$ cat src/rtl/dmactl_pkg.sv
package dmactl_pkg;
  localparam int WORD_W   = 32;
  localparam int STRIDE_W = 12;
  localparam int SIZE_W   = 2;
  localparam logic ADDR_SEL = 1'b0;
  localparam logic ADDR_CTL = 1'b1;
  localparam int B_TGT  = 31;
  localparam int B_DIR  = 30;
  localparam int B_IRQD = 29;
  localparam int B_IRQE = 28;
  localparam int B_FULL = 27;
  localparam int B_USER = 26;
  localparam int B_STRL = 8;
  localparam logic [WORD_W-1:0] KEEP_MASK = 32'hFC0F_FF03;

  typedef struct packed {
    logic                target;
    logic                dir;
    logic                irq_done;
    logic                irq_err;
    logic                full;
    logic                user;
    logic [STRIDE_W-1:0] stride;
    logic [SIZE_W-1:0]   size;
  } ctl_fields_t;

  // Value stored for a permitted write: reserved bits cleared, user flag
  // forced when a user-mode requester writes.
  function automatic logic [WORD_W-1:0] ctl_store(input logic [WORD_W-1:0] wd,
                                                  input logic user_wr);
    logic [WORD_W-1:0] v;
    v = wd & KEEP_MASK;
    if (user_wr) v[B_USER] = 1'b1;
    return v;
  endfunction

  // Fields seen by the channel engine, with user-access overrides applied.
  function automatic ctl_fields_t ctl_decode(input logic [WORD_W-1:0] w,
                                             input logic uacc);
    ctl_fields_t f;
    f.target   = w[B_TGT];
    f.dir      = w[B_DIR];
    f.irq_done = w[B_IRQD];
    f.irq_err  = w[B_IRQE] | uacc;
    f.full     = w[B_FULL];
    f.user     = w[B_USER] | uacc;
    f.stride   = w[B_STRL +: STRIDE_W];
    f.size     = w[SIZE_W-1:0];
    return f;
  endfunction
endpackage

$ cat src/rtl/dmactl_access.sv
module dmactl_access
  import dmactl_pkg::*;
#(
  parameter int NCH  = 2,
  parameter int SELW = 1
) (
  input  logic            acc_valid,
  input  logic            acc_write,
  input  logic            acc_addr,
  input  logic            acc_user,
  input  logic [NCH-1:0]  uacc,
  input  logic [NCH-1:0]  active,
  input  logic [SELW-1:0] sel,
  output logic            undef,
  output logic            sel_we,
  output logic [NCH-1:0]  ctl_we,
  output logic            rd_ctl,
  output logic            rd_sel
);
  logic ctl_acc;
  logic uacc_s;
  logic act_s;

  always_comb begin
    uacc_s  = uacc[sel];
    act_s   = active[sel];
    ctl_acc = acc_valid && (acc_addr == ADDR_CTL);
    undef   = ctl_acc && acc_user && !uacc_s;
    sel_we  = acc_valid && acc_write && (acc_addr == ADDR_SEL);
    rd_sel  = acc_valid && !acc_write && (acc_addr == ADDR_SEL);
    rd_ctl  = ctl_acc && !acc_write && !undef;
    ctl_we  = '0;
    if (ctl_acc && acc_write && !undef && !act_s) ctl_we[sel] = 1'b1;
  end
endmodule

$ cat src/rtl/dmactl_chreg.sv
module dmactl_chreg
  import dmactl_pkg::*;
(
  input  logic              clk,
  input  logic              rst_n,
  input  logic              we,
  input  logic [WORD_W-1:0] wdata,
  input  logic              user_wr,
  input  logic              uacc,
  output logic [WORD_W-1:0] q,
  output ctl_fields_t       eff
);
  always_ff @(posedge clk or negedge rst_n) begin
    if (!rst_n)  q <= '0;
    else if (we) q <= ctl_store(wdata, user_wr);
  end

  assign eff = ctl_decode(q, uacc);
endmodule

$ cat src/rtl/dmactl_bank.sv
module dmactl_bank
  import dmactl_pkg::*;
#(
  parameter int NCH = 2  // power of two
) (
  input  logic                  clk,
  input  logic                  rst_n,
  input  logic                  acc_valid,
  input  logic                  acc_write,
  input  logic                  acc_addr,
  input  logic                  acc_user,
  input  logic [31:0]           acc_wdata,
  output logic [31:0]           acc_rdata,
  output logic                  acc_undef,
  input  logic [NCH-1:0]        ch_uacc,
  input  logic [NCH-1:0]        ch_active,
  output logic [NCH-1:0]        cfg_target,
  output logic [NCH-1:0]        cfg_dir,
  output logic [NCH-1:0]        cfg_irq_done,
  output logic [NCH-1:0]        cfg_irq_err,
  output logic [NCH-1:0]        cfg_full,
  output logic [NCH-1:0]        cfg_user,
  output logic [12*NCH-1:0]     cfg_stride,
  output logic [2*NCH-1:0]      cfg_size
);
  localparam int SELW = (NCH > 1) ? $clog2(NCH) : 1;

  logic [SELW-1:0]       sel_q;
  logic                  sel_we;
  logic                  rd_ctl;
  logic                  rd_sel;
  logic [NCH-1:0]        ctl_we;
  logic [WORD_W-1:0]     ctl_q [NCH];
  logic [NCH*WORD_W-1:0] ctl_flat;
  ctl_fields_t           eff [NCH];

  dmactl_access #(.NCH(NCH), .SELW(SELW)) acc_i (
    .acc_valid (acc_valid),
    .acc_write (acc_write),
    .acc_addr  (acc_addr),
    .acc_user  (acc_user),
    .uacc      (ch_uacc),
    .active    (ch_active),
    .sel       (sel_q),
    .undef     (acc_undef),
    .sel_we    (sel_we),
    .ctl_we    (ctl_we),
    .rd_ctl    (rd_ctl),
    .rd_sel    (rd_sel)
  );

  always_ff @(posedge clk or negedge rst_n) begin
    if (!rst_n)      sel_q <= '0;
    else if (sel_we) sel_q <= acc_wdata[SELW-1:0];
  end

  for (genvar i = 0; i < NCH; i++) begin : g_ch
    dmactl_chreg reg_i (
      .clk     (clk),
      .rst_n   (rst_n),
      .we      (ctl_we[i]),
      .wdata   (acc_wdata),
      .user_wr (acc_user),
      .uacc    (ch_uacc[i]),
      .q       (ctl_q[i]),
      .eff     (eff[i])
    );
    assign ctl_flat[i*WORD_W +: WORD_W]     = ctl_q[i];
    assign cfg_target[i]                    = eff[i].target;
    assign cfg_dir[i]                       = eff[i].dir;
    assign cfg_irq_done[i]                  = eff[i].irq_done;
    assign cfg_irq_err[i]                   = eff[i].irq_err;
    assign cfg_full[i]                      = eff[i].full;
    assign cfg_user[i]                      = eff[i].user;
    assign cfg_stride[i*STRIDE_W +: STRIDE_W] = eff[i].stride;
    assign cfg_size[i*SIZE_W +: SIZE_W]     = eff[i].size;
  end

  always_comb begin
    acc_rdata = '0;
    if (rd_ctl)      acc_rdata = ctl_q[sel_q];
    else if (rd_sel) acc_rdata[SELW-1:0] = sel_q;
  end
endmodule

$ cat config.mk
export PLATFORM = sky130hd
export DESIGN_NAME = dmactl_bank
export DESIGN_NICKNAME = d
export VERILOG_FILES = /design/src/rtl/dmactl_pkg.sv /design/src/rtl/dmactl_access.sv /design/src/rtl/dmactl_chreg.sv /design/src/rtl/dmactl_bank.sv
export SDC_FILE = /design/constraint.sdc
export NUM_CORES = 1
export LEC_CHECK = 0
export ABC_AREA = 1
export BUFFER_PORTS_ARGS = -buffer_cell sky130_fd_sc_hd__buf_4
export CAP_MARGIN = 15
export CORE_ASPECT_RATIO = 0.9
export CORE_UTILIZATION = 51
export DETAILED_ROUTE_END_ITERATION = 10
export HOLD_SLACK_MARGIN = 0.12
export PLACE_DENSITY = 0.93
export RECOVER_POWER = 50
export SYNTH_ARGS = -nofsm -noshare
export SYNTH_HDL_FRONTEND = slang
export SYNTH_SLANG_ARGS = --single-unit
$ cat constraint.sdc
create_clock -name clk -period 2.3 [get_ports clk]
set_input_delay 0.115 -clock clk [delete_from_list [all_inputs] [get_ports clk]]
set_output_delay 0.115 -clock clk [all_outputs]
set_load 0.02 [all_outputs]
==> flow_summary_export.csv <==
group,metric,value,unit
sta,setup_viol,0,
sta,finClkSkew,0.00672,ns
logic_synthesis,synth_cell_types,16,
worst_setup_path,worst_ep_arrival_time,2.01,ns
drt,vias,2390,
floorplanning,die_w,75.3,um
sta,final.period_utilization,92.6,%
global_route,grt_pass1_wl,9680,um
worst_setup_path,startpoint_type,"flip-flop",
logic_synthesis,yosys-top-cells-area,"dfrtp_1, nand2_1, buf_4, nand4_1, a21oi_1",
logic_synthesis,synthTopCellsByCount,"nand2_1, buf_4, nand4_1",
clock_tree,clkSlewWorstSetupHoldPaths,0.09,ns
logic_synthesis,ys.flop_type,"dfrtp_1",
logic_synthesis,yosysWarningCount,0,
logic_synthesis,syn_inst,325,
global_route,first_global_vias,2093,
logic_synthesis,yosysTopAreaCell,"dfrtp_1",
worst_hold_path,min_path_cells,3,
drt,wl,6320,um
layout,syn2layout_area_growth,25.0,%
worst_setup_path,reg2reg_setup_slack,0.46,ns
logic_synthesis,synth_seq_cells,41,
sta,min_period,2.13,ns
clock_tree,numCtsBuffers,5,
place,post-place-ws,0.499,ns
global_route,grtUsageTotal,25.3,%
floorplanning,coreArea,4550,um^2
worst_setup_path,cp_slowest_cell,"dfrtp_1",
logic_synthesis,syn_avg_cell_area,7.60,um^2
worst_setup_path,required,2.18,ns
worst_setup_path,worstRegToRegCells,7,
worst_setup_path,slowest_delay,0.39,ns
layout,fillerInstances,402,
logic_synthesis,netlist_area,2470,um^2
global_route,grt_max_degree,42,
worst_setup_path,r2r-end,"g_ch[0].reg_i.q[11]",
clock_tree,clockBufferDepth,2,
floorplanning,die_y,68,um
worst_setup_path,r2r_start,"sel_q",
pwr,powerDensity,974,nW/um^2
sta,worst_slew_margin_rel,32.8,%
global_route,antenna_found_initial,0,
worst_hold_path,min_path_type,"in -> reg",
drt,ant_nets,0,
floorplanning,die_area,5120,um^2
flow_run,drv_cap,0,
clock_tree,cts.sinks,41,
sta,setup_ws,0.171,ns
clock_tree,cts_root_buf,"clkbuf_8",
worst_hold_path,hold_start,"acc_write",
worst_setup_path,critPathBufInv,2,
sta,max_freq,470,MHz
global_route,grt-ovfl-total,0,
clock_tree,cts_tree,"yes",
floorplanning,io_pins,115,
logic_synthesis,yosysMostFrequentCell,"nand2_1",
sta,setup_tns,0,ns
worst_setup_path,critPathTopFamily,"simple AND/OR/NAND/NOR gates",
logic_synthesis,ys_seq_area_share,41.6,%
worst_setup_path,crit_path_end_kind,"output pin",
pwr,p_leak,1.61,nW
floorplanning,num_rows,23,
sta,maxSlewViolCount,0,
logic_synthesis,netlist.area_leader.share,41.6,%
worst_setup_path,worstPathCellList,"inv_1, nand2_1, nand3_2, nand3_4, a21oi_1, buf_4",
place,place.gp.congestion,0.789,
worst_setup_path,critPathKind,"reg -> out",
drt,drt-initial-drc-count,199,
drt,drtPass1Iterations,4,
logic_synthesis,async_flop_share,100,%
sta,finalHoldViolations,0,
worst_setup_path,cp_max_fo,19,
sta,worstMarginPinSlew,1.01,ns
status,status,"complete, no violations",
logic_synthesis,synth_edf_count,0,
place,port_buffers,90,
layout,drive_above_1_share,21.3,%
drt,drc,0,
clock_tree,cts.htree.levels,2,
place,dp_hpwl,4120,um
drt,wl_per_cell,13.9,um
pwr,irDropWorstVdd,0.000502,V
clock_tree,clk_latency,0.29,ns
floorplanning,start_util,54.3,%
layout,diodes,0,
drt,viasPerCell,5.24,
worst_hold_path,whs_endpoint,"sel_q",
layout,nets,435,
sta,grt_setup_unrepaired,"false",
==> how the worst max path moves through the flow <==
stage	from	endpoint	slack [ns]	cells after the start
floorplan	sel_q	acc_rdata[10]	0.85	6
global placement	sel_q	acc_rdata[27]	0.53	6
detailed placement	sel_q	acc_rdata[27]	0.50	6
CTS	sel_q	acc_rdata[17]	0.18	6
global route	sel_q	acc_rdata[31]	0.02	6
finish	sel_q	acc_rdata[31]	0.17	6
==> placed cells by master, fill, tap and decap left out, drive strengths merged <==
cell,Yosys,layout
dlygate4sd3,0,20
nand3,6,6
nand4,42,42
nand2,126,126
conb,1,12
clkbuf,6,36
or2,3,3
inv,9,10
dfrtp,41,41
a21oi,20,20
buf,64,69
bufinv,0,2
nor2,7,7
==> per-layer routing <==
| layer | up-vias | share of wire [%] | track usage, % |
|---|---|---|---|
| li1 | 1135 | - | - |
| met1 | 1149 | 40 | 30.5 |
| met2 | 94 | 53 | 44.8 |
| met3 | 12 | 5.0 | 5.74 |
| met4 | 0 | 2.0 | 8.10 |
| met5 | - | 0 | 0 |
==> layout make-up <==
| class | count | area [um^2] | area share, % |
|---|---|---|---|
| Inverter | 9 | 33.8 | 1.09 |
| Clock buffer | 5 | 68.8 | 2.23 |
| Timing Repair Buffer | 120 | 836 | 27.1 |
| Multi-Input combinational cell | 216 | 976 | 31.6 |
| Clock inverter | 3 | 68.8 | 2.23 |
| Sequential cell | 41 | 1030 | 33.2 |
| Tap cell | 62 | 77.6 | 2.51 |
==> worst reg2reg max path: stages (launching register included) <==
cell and delay [ns]:
dfrtp_1 0.39, buf_4 0.21, nand2_1 0.10, nand3_2 0.31, nand3_1 0.31, buf_4 0.27, nand2_1 0.09, nand2_1 0.10
==> registers in the layout, summed over array words and instances (netlist names) <==
register and flops:
g_ch.reg_i.q 40, sel_q 1
==> stage by stage <==
step	utilization, %	cells	hold slack [ns]	area, um^2	power (mW)
after floorplan	-	336	-0.181	2510	2.18
after global placement	63.0	428	0.115	2860	2.40
after detailed placement	63.0	428	0.120	2860	2.44
after CTS	70.4	456	0.148	3200	3.16
after global routing	67.9	456	0.154	3090	3.18
final	67.9	456	0.154	3090	3.01
==> report_power, final <==
part,internal [mW],switching (mW)
Sequential,0.966,0.205
Combinational,0.380,0.762
Clock,0.437,0.258
==> logic make-up after synthesis <==
logic type | synth area share [%]
flip-flops | 41.6
other | 0.152
AND/OR/NAND/NOR | 33.7
AO/OA/AOI/OAI | 4.05
buffers and inverters | 20.6
==> what timing repair did <==
item / CTS / global route
gates resized for setup: 0 / 0
hold buffers: 20 / 0
setup buffers: 0 / 0
hold endpoints to repair: 77 / 0
Power figures use the tool's default switching activity.
